## src/rtl/drdy_pulse_gen.sv

```systemverilog
module drdy_pulse_gen #(
  parameter int CTRL_W        = 16,
  parameter int UPDATE_PERIOD = 40
) (
  input  logic              clk,
  input  logic              rst_n,
  input  logic              upd_strobe,
  input  logic              ctrl_wr,
  input  logic [CTRL_W-1:0] ctrl_wdata,
  output logic              pin_a_out,
  output logic              pin_a_oe,
  output logic              pin_b_out,
  output logic              pin_b_oe
);

  localparam int PULSE_LEN = (UPDATE_PERIOD / 4 < 1) ? 1 : UPDATE_PERIOD / 4;
  localparam int CNT_W     = $clog2(PULSE_LEN + 1);
  localparam logic [CNT_W-1:0] LOAD = CNT_W'(PULSE_LEN);
  localparam int EN_BIT  = 2;
  localparam int POL_BIT = 1;
  localparam int SEL_BIT = 0;

  logic             en_q, pol_q, sel_q;
  logic [CNT_W-1:0] cnt_q;
  logic             active, level;
  logic             unused_hi_bits;

  assign unused_hi_bits = ^ctrl_wdata[CTRL_W-1:EN_BIT+1];

  always_ff @(posedge clk) begin
    if (!rst_n) begin
      en_q  <= 1'b0;
      pol_q <= 1'b0;
      sel_q <= 1'b0;
    end else if (ctrl_wr) begin
      en_q  <= ctrl_wdata[EN_BIT];
      pol_q <= ctrl_wdata[POL_BIT];
      sel_q <= ctrl_wdata[SEL_BIT];
    end
  end

  always_ff @(posedge clk) begin
    if (!rst_n || !en_q)
      cnt_q <= '0;
    else if (upd_strobe)
      cnt_q <= LOAD;
    else if (active)
      cnt_q <= cnt_q - 1'b1;
  end

  assign active    = (cnt_q != '0);
  assign level     = active ? pol_q : ~pol_q;
  assign pin_a_oe  = en_q & ~sel_q;
  assign pin_b_oe  = en_q &  sel_q;
  assign pin_a_out = pin_a_oe & level;
  assign pin_b_out = pin_b_oe & level;

  AST_ONE_PIN_DRIVEN: assert property (@(posedge clk) disable iff (!rst_n)
    !(pin_a_oe && pin_b_oe));
  AST_OFF_RELEASES: assert property (@(posedge clk) disable iff (!rst_n)
    (ctrl_wr && !ctrl_wdata[EN_BIT]) |=> (!pin_a_oe && !pin_b_oe));
  AST_STROBE_LOADS: assert property (@(posedge clk) disable iff (!rst_n)
    (en_q && upd_strobe && !ctrl_wr) |=> (cnt_q == LOAD));
  AST_CNT_BOUND: assert property (@(posedge clk) disable iff (!rst_n)
    cnt_q <= LOAD);
  AST_DECAY: assert property (@(posedge clk) disable iff (!rst_n)
    (en_q && active && !upd_strobe) |=> (cnt_q == $past(cnt_q) - 1'b1));
  AST_IDLE_AFTER_OFF: assert property (@(posedge clk) disable iff (!rst_n)
    !en_q |=> !active);

endmodule

```

## config.mk

```make
export PLATFORM = sky130hd
export DESIGN_NAME = drdy_pulse_gen
export DESIGN_NICKNAME = d
export VERILOG_FILES = /design/src/rtl/drdy_pulse_gen.sv
export SDC_FILE = /design/constraint.sdc
export NUM_CORES = 1
export LEC_CHECK = 0
export BUFFER_PORTS_ARGS = -buffer_cell sky130_fd_sc_hd__buf_2
export CORE_AREA = 10 10 47 49
export DETAILED_ROUTE_END_ITERATION = 16
export DIE_AREA = 0 0 57 59
export HOLD_SLACK_MARGIN = 0.1
export PLACE_DENSITY = 0.59
export SLEW_MARGIN = 10
export SYNTH_ARGS = -nofsm -noshare
export SYNTH_HDL_FRONTEND = slang
export SYNTH_SLANG_ARGS = --single-unit
```

## constraint.sdc

```tcl
create_clock -name clk -period 1.5 [get_ports clk]
set_clock_uncertainty 0.2 [all_clocks]
set_input_delay 0.225 -clock clk [delete_from_list [all_inputs] [get_ports clk]]
set_output_delay 0.225 -clock clk [all_outputs]
set_load 0.01 [all_outputs]
```

==> results of run 1 <==
-- power breakdown --
group | internal [mW] | switching (mW) | leakage (nW)
Sequential | 0.192 | 0.00447 | 0.0581
Clock | 0.101 | 0.0653 | 0.0150
Combinational | 0.0311 | 0.0204 | 0.136
Total | 0.325 | 0.0902 | 0.209
-- kinds of logic (layout without fill, tap and decap cells) --
kind of cell / count (synthesis) / after routing
flip-flops: 7 / 7
multiplexers: 3 / 3
AO/OA/AOI/OAI: 5 / 5
XOR/XNOR: 1 / 1
AND/OR/NAND/NOR: 16 / 16
buffers and inverters: 0 / 21
-- worst reg2reg max path, cell delays in order (launching register included) --
cell and delay, ps:
sky130_fd_sc_hd__dfxtp_1 330, sky130_fd_sc_hd__buf_4 160, sky130_fd_sc_hd__nor2_1 120, sky130_fd_sc_hd__nand3b_1 90
sky130_fd_sc_hd__a211oi_1 180
-- Yosys cell counts --
cell                       n
sky130_fd_sc_hd__dfxtp_1   7
sky130_fd_sc_hd__nor2b_1   6
sky130_fd_sc_hd__mux2i_1   3
sky130_fd_sc_hd__a21oi_1   2
sky130_fd_sc_hd__nor2_1    2
sky130_fd_sc_hd__nor3_1    2
sky130_fd_sc_hd__nor4_1    2
sky130_fd_sc_hd__o21ai_0   2
sky130_fd_sc_hd__a211oi_1  1
sky130_fd_sc_hd__and2_1    1
sky130_fd_sc_hd__nand2_1   1
sky130_fd_sc_hd__nand3b_1  1
sky130_fd_sc_hd__nor4_2    1
sky130_fd_sc_hd__xnor2_1   1
-- area by class of cell --
cell class	count	area [um2]
Multi-Input combinational cell	25	173
Clock buffer	4	26.3
Timing Repair Buffer	17	115
Tap cell	16	20.0
Sequential cell	7	143
Fill cell	152	925
-- registers in the layout (all words and copies together), names as in the netlist --
register and count:
en_q 1, cnt_q 4, pol_q 1, sel_q 1
-- repair_timing --
action | in CTS | in global routing
setup endpoints to repair | 2 | 2
hold buffers | 5 | 0
hold endpoints to repair | 7 | 0
gates resized for setup | 2 | 1
pin swaps | 2 | 1
-- worst min-delay path by stage --
stage	endpoint	start	cells past startpoint
2_1_floorplan	cnt_q[2]$_SDFFE_PP0P_	upd_strobe	1
5_1_grt	en_q$_SDFFE_PN0P_	ctrl_wr	3
3_3_place_gp	cnt_q[0]$_SDFFE_PP0P_	upd_strobe	2
6_report	pol_q$_SDFFE_PN0P_	ctrl_wr	3
3_5_place_dp	cnt_q[2]$_SDFFE_PP0P_	upd_strobe	2
4_1_cts	pol_q$_SDFFE_PN0P_	ctrl_wr	3
-- per-stage QoR --
| stage | TNS [ps] | hold slack, ps | power (mW) | worst slack (ps) | std cells |
|---|---|---|---|---|---|
| after global routing | -472 | 132 | 0.442 | -247 | 69 |
| after floorplan | 0 | 103 | 0.222 | 152 | 32 |
| after detailed placement | 0 | 262 | 0.242 | 58.4 | 60 |
| after CTS | -345 | 119 | 0.425 | -180 | 69 |
| after global placement | 0 | 265 | 0.241 | 82.3 | 60 |
| final | -286 | 119 | 0.415 | -150 | 69 |
-- metal layers --
layer,GRT usage,up-vias
met5,0,-
met4,0.0101,0
met3,0.0536,0
met2,0.0558,13
met1,0.0397,129
li1,-,156
==> impl_metrics.py, run 1 <==
metrics = {
    "timing": {
        "hold_viol_final": 0,
        "max_freq_mhz": 606,
        "period_needed_ps": 1650,
        "fin_crit_sh": 1.10,
        "worst_slew_pin_slew_ps": 224,
        "finalSetupViolations": 2,
        "relSlewSlack": 0.849,
        "timing_max_transition_violations_final": 0,
        "post-route-worst-setup-slack_ps": -150,
        "rsz0062_at_grt": "yes",
    },
    "setup_path": {
        "endpoint": "pin_a_out",
        "worst-setup-path-type": "register to output pin",
        "worst-path-stages": 4,
        "cp-startpoint": "cnt_q[1]$_SDFFE_PP0P_",
        "register_to_register_path_setup_slack_ps": 340,
        "rr_worst_depth": 4,
        "rr_endpoint": "cnt_q[2]$_SDFFE_PP0P_",
        "startpoint_type": "register",
        "cp.arrival_ps": 1220,
        "crit_buf_inv": 1,
        "worst_path_max_delay_cell": "sky130_fd_sc_hd__dfxtp_2",
        "critical_path_peak_fanout": 2,
        "cp_slowest_stage_delay_ps": 330,
        "critical_path_required_ps": 1070,
        "critPathTopFamily": "simple AND/OR/NAND/NOR gates",
        "crit_path_cell_trace": "nor4_4 -> xnor2_1 -> nor2b_1 -> buf_2",
        "crit_path_capture_type": "output pin",
        "worst_r2r_startpoint": "cnt_q[0]$_SDFFE_PP0P_",
    },
    "synthesis": {
        "synth_top_cells_by_area": "sky130_fd_sc_hd__dfxtp_1 (46%), sky130_fd_sc_hd__nor2b_1 (12%), sky130_fd_sc_hd__mux2i_1 (9.9%), sky130_fd_sc_hd__nor4_1 (4.1%), sky130_fd_sc_hd__nor4_2 (4.1%)",
        "synth.lib_cells_used.distinct": 14,
        "synth.top_cell.area_share": 0.461,
        "avgSynthCellArea_um2": 9.50,
        "mappedNetlistArea_um2": 304,
        "synth.largest_area_cell": "sky130_fd_sc_hd__dfxtp_1",
        "fraction_of_the_mapped_netlist_area_in_simple_logic_gates": 0.321,
        "synthMuxAreaShare": 0.0988,
        "synth-seq-cells": 7,
        "compound_cell_area_share_of_the_yosys_netlist": 0.0905,
        "ys_seq_area_frac": 0.461,
        "largest_family_of_logic_cells_by_synthesized_area": "simple AND/OR/NAND/NOR gates",
        "synthXorXnorAreaFrac": 0.0288,
        "syn_nets": 52,
        "synthAdderAreaFrac": 0,
        "synthesis.yosys.warnings": 0,
        "syn_inst": 32,
    },
    "global_routing": {
        "globalRoute.totalOverflow": 0,
        "total_routing_usage_gr": 0.0421,
        "antenna_found_initial": 0,
        "vias_in_the_first_global_route": 258,
        "grt_max_degree": 7,
        "wire_length_of_the_first_global_routing_pass_mm": 1.10,
    },
    "clock_tree": {
        "cts_root_buffer": "sky130_fd_sc_hd__clkbuf_4",
        "cts_buffers": 3,
        "cts_tree": "done",
        "clock_tree.htree_level_count": 1,
        "clkTransAtPathRegs_ps": 50,
        "cts_num_sinks": 7,
        "cts_setup_buffers": 0,
        "cts_buffer_depth": 2,
        "clk_latency_ps": 250,
    },
    "cells_and_area": {
        "layout_area_overhead_pct": 56.8,
        "postLayoutCoreUtil": 0.340,
        "drive_above_1_share": 0.340,
        "layout_common_cells": "sky130_fd_sc_hd__buf_2 (10), sky130_fd_sc_hd__nor2b_1 (6), sky130_fd_sc_hd__dfxtp_1 (5), sky130_fd_sc_hd__dlygate4sd3_1 (5)",
        "finish.instance_area_um2": 477,
        "number_of_diodes": 0,
        "finish.net_count": 74,
        "leading_cell_type_in_the_layout_fill_and_taps_excluded": "sky130_fd_sc_hd__buf_2",
    },
    "routing": {
        "drtPass1Iterations": 2,
        "wl_met3_um": 128,
        "violation_count_after_the_first_detailed_routing_iteration": 5,
        "post-route-drc-count": 0,
        "drt-wirelength-per-cell_um": 9.67,
        "met2_wirelength_um": 235,
        "route.vias.total": 298,
        "top_layer_in_use": "met3",
        "route.layer.met1.wl_um": 303,
        "drt.antenna.violating_nets": 0,
        "vias_per_cell": 4.32,
        "wirelength_um": 667,
    },
    "outcome": {
        "run_status": "finished with violations",
        "violated_checks": "setup timing",
    },
    "hold_path": {
        "hold_path_class": "input port to register",
    },
    "power_and_ir_drop": {
        "p_leak_nw": 0.209,
        "max-vdd-ir-drop_uv": 416,
        "powerDensity_mw_per_mm2": 871,
    },
    "placed_design": {
        "place.detailed.hpwl_um": 528,
        "port_buffers": 10,
        "routabilityCongestion": 0.778,
        "dpl_cell_area_um2": 389,
    },
    "die": {
        "placeableCoreArea_mm2": 0.00140,
        "die_width_um": 57,
        "overall_die_area_mm2": 0.00336,
        "initial_utilization": 0.217,
        "rows": 14,
        "floorplan.die.height_um": 59,
        "floorplan.io_pins": 24,
    },
    "run": {
        "max_cap_viol_count": 0,
    },
}
(Power assumes the default switching activity.)
==> run 2: changes to the inputs <==
- clock period: 1.5 -> 1.6 ns (I/O delays scaled with it)
==> run 2 against run 1 <==
  * The flow still finishes with violations (setup timing)
  * Die area did not move
  * Highest routed layer unchanged
  * Via count rose by 5.4%
  * Total power fell by 6.0%
  * Cell count rose by 1.4%
  * Largest cell class unchanged
==> impl_metrics.py, run 2 (synthesis results as in run 1) <==
metrics = {
    "outcome": {
        "run_status": "finished with violations",
        "violated_checks": "setup timing",
    },
    "die": {
        "rows": 14,
        "floorplan.die.height_um": 59,
        "die_width_um": 57,
        "initial_utilization": 0.217,
        "overall_die_area_mm2": 0.00336,
        "placeableCoreArea_mm2": 0.00140,
        "floorplan.io_pins": 24,
    },
    "cells_and_area": {
        "layout.area.seq_um2": 148,
        "drive_above_1_share": 0.370,
        "layout.filler_cells": 153,
        "final-instance-count-excl-fill": 70,
        "largest_reg_flops": 4,
        "finish.net_count": 75,
        "postLayoutCoreUtil": 0.354,
        "finish.instance_area_um2": 497,
        "largest-register": "cnt_q",
        "number_of_diodes": 0,
        "layout_common_cells": "sky130_fd_sc_hd__buf_2 (10), sky130_fd_sc_hd__nor2b_1 (6), sky130_fd_sc_hd__dfxtp_1 (5), sky130_fd_sc_hd__dlygate4sd3_1 (5)",
        "leading_cell_type_in_the_layout_fill_and_taps_excluded": "sky130_fd_sc_hd__buf_2",
        "layout_area_overhead_pct": 63.4,
        "multi_input_comb_area_um2": 180,
    },
    "power_and_ir_drop": {
        "p_leak_nw": 0.223,
        "design_power_total_mw": 0.390,
        "powerDensity_mw_per_mm2": 785,
        "max-vdd-ir-drop_uv": 556,
    },
    "setup_path": {
        "worst-setup-path-type": "register to output pin",
        "crit_buf_inv": 1,
        "crit_path_capture_type": "output pin",
        "cp.arrival_ps": 1260,
        "critPathTopFamily": "simple AND/OR/NAND/NOR gates",
        "cp_slowest_stage_delay_ps": 350,
        "critical_path_peak_fanout": 3,
        "startpoint_type": "register",
        "register_to_register_path_setup_slack_ps": 390,
        "crit_path_cell_trace": "nor4_4 -> xnor2_2 -> nor2b_1 -> buf_2",
        "critical_path_required_ps": 1160,
        "worst_path_max_delay_cell": "sky130_fd_sc_hd__dfxtp_4",
    },
    "clock_tree": {
        "cts_tree": "done",
        "clk_latency_ps": 250,
        "clock_tree.htree_level_count": 1,
        "cts_buffers": 3,
        "cts_num_sinks": 7,
        "cts_buffer_depth": 2,
        "clkTransAtPathRegs_ps": 50,
        "cts_root_buffer": "sky130_fd_sc_hd__clkbuf_4",
    },
    "timing": {
        "max_freq_mhz": 589,
        "relSlewSlack": 0.829,
        "hold_viol_final": 0,
        "post-route-worst-setup-slack_ps": -96.6,
        "hold_slack_ps": 128,
        "timing_max_transition_violations_final": 0,
        "period_needed_ps": 1700,
        "rsz0062_at_grt": "yes",
        "fin_crit_sh": 1.06,
        "finalSetupViolations": 2,
        "worst_slew_pin_slew_ps": 254,
    },
    "placed_design": {
        "placed_cells_incl_taps": 59,
        "place.detailed.hpwl_um": 540,
        "port_buffers": 10,
        "routabilityCongestion": 0.784,
        "dpl_cell_area_um2": 382,
    },
    "routing": {
        "drtPass1Iterations": 4,
        "drt.antenna.violating_nets": 0,
        "violation_count_after_the_first_detailed_routing_iteration": 7,
        "post-route-drc-count": 0,
        "drt-wirelength-per-cell_um": 11.2,
        "vias_per_cell": 4.49,
        "route.vias.total": 314,
        "wirelength_um": 786,
    },
    "run": {
        "max_cap_viol_count": 0,
    },
    "global_routing": {
        "total_routing_usage_gr": 0.0534,
        "vias_in_the_first_global_route": 317,
        "grt_max_degree": 7,
        "globalRoute.totalOverflow": 0,
        "wire_length_of_the_first_global_routing_pass_mm": 1.38,
        "antenna_found_initial": 0,
    },
    "hold_path": {
        "hold_path_class": "input port to register",
    },
}
[run 2: cell types whose count changed in the layout (fill, tap and decap cells not counted), sizes merged]
cell and delta:
buf +1
[run 2: layer usage]
| layer | part of all wire | routed length (um) | GRT usage | vias up |
|---|---|---|---|---|
| li1 | - | - | - | 161 |
| met1 | 0.43 | 336 | 0.0504 | 137 |
| met2 | 0.39 | 309 | 0.0775 | 16 |
| met3 | 0.18 | 140 | 0.0601 | 0 |
| met4 | 0 | 0 | 0.0101 | 0 |
| met5 | 0 | 0 | 0 | - |
[run 2: area by class of cell]
class | count | share of cell area
flip-flops and latches | 7 | 0.297
multi-input cells | 25 | 0.363
well taps | 16 | 0.0403
clock buffers | 4 | 0.0529
repair buffers | 18 | 0.247
[run 2: per-stage QoR]
step | TNS, ps | setup WS [ps]
finish | -189 | -96.6
global route | -406 | -203
CTS | -203 | -104
detailed placement | 0 | 119
global placement | 0 | 136
floorplan | 0 | 237
[run 2: where the power goes]
group / internal, mW / switching, mW
Combinational: 0.0302 / 0.0198
Sequential: 0.177 / 0.00486
Clock: 0.0950 / 0.0628
[run 2: worst register-to-register path, cell delays in order, from the launching register on]
cell and delay, ps:
sky130_fd_sc_hd__dfxtp_1 340, sky130_fd_sc_hd__buf_4 160, sky130_fd_sc_hd__nor2_1 120, sky130_fd_sc_hd__nand3b_1 90, sky130_fd_sc_hd__a211oi_1 210
[run 2: worst paths after layout]
kind                           endpoint             startpoint  cells after the start
setup / recovery              pin_a_out  cnt_q[2]$_SDFFE_PP0P_                      4
hold / removal       sel_q$_SDFFE_PN0P_                ctrl_wr                      3
setup reg to reg  cnt_q[2]$_SDFFE_PP0P_  cnt_q[0]$_SDFFE_PP0P_                      4
hold reg to reg      sel_q$_SDFFE_PN0P_     sel_q$_SDFFE_PN0P_                      2
[run 2: what timing repair did]
item | 4_1_cts | 5_1_grt
hold buffers | 5 | 0
setup buffers | 1 | 1
endpoints found under the setup margin | 2 | 2
endpoints found under the hold margin | 6 | 0
pin swaps | 2 | 2
gates resized for setup | 3 | 3
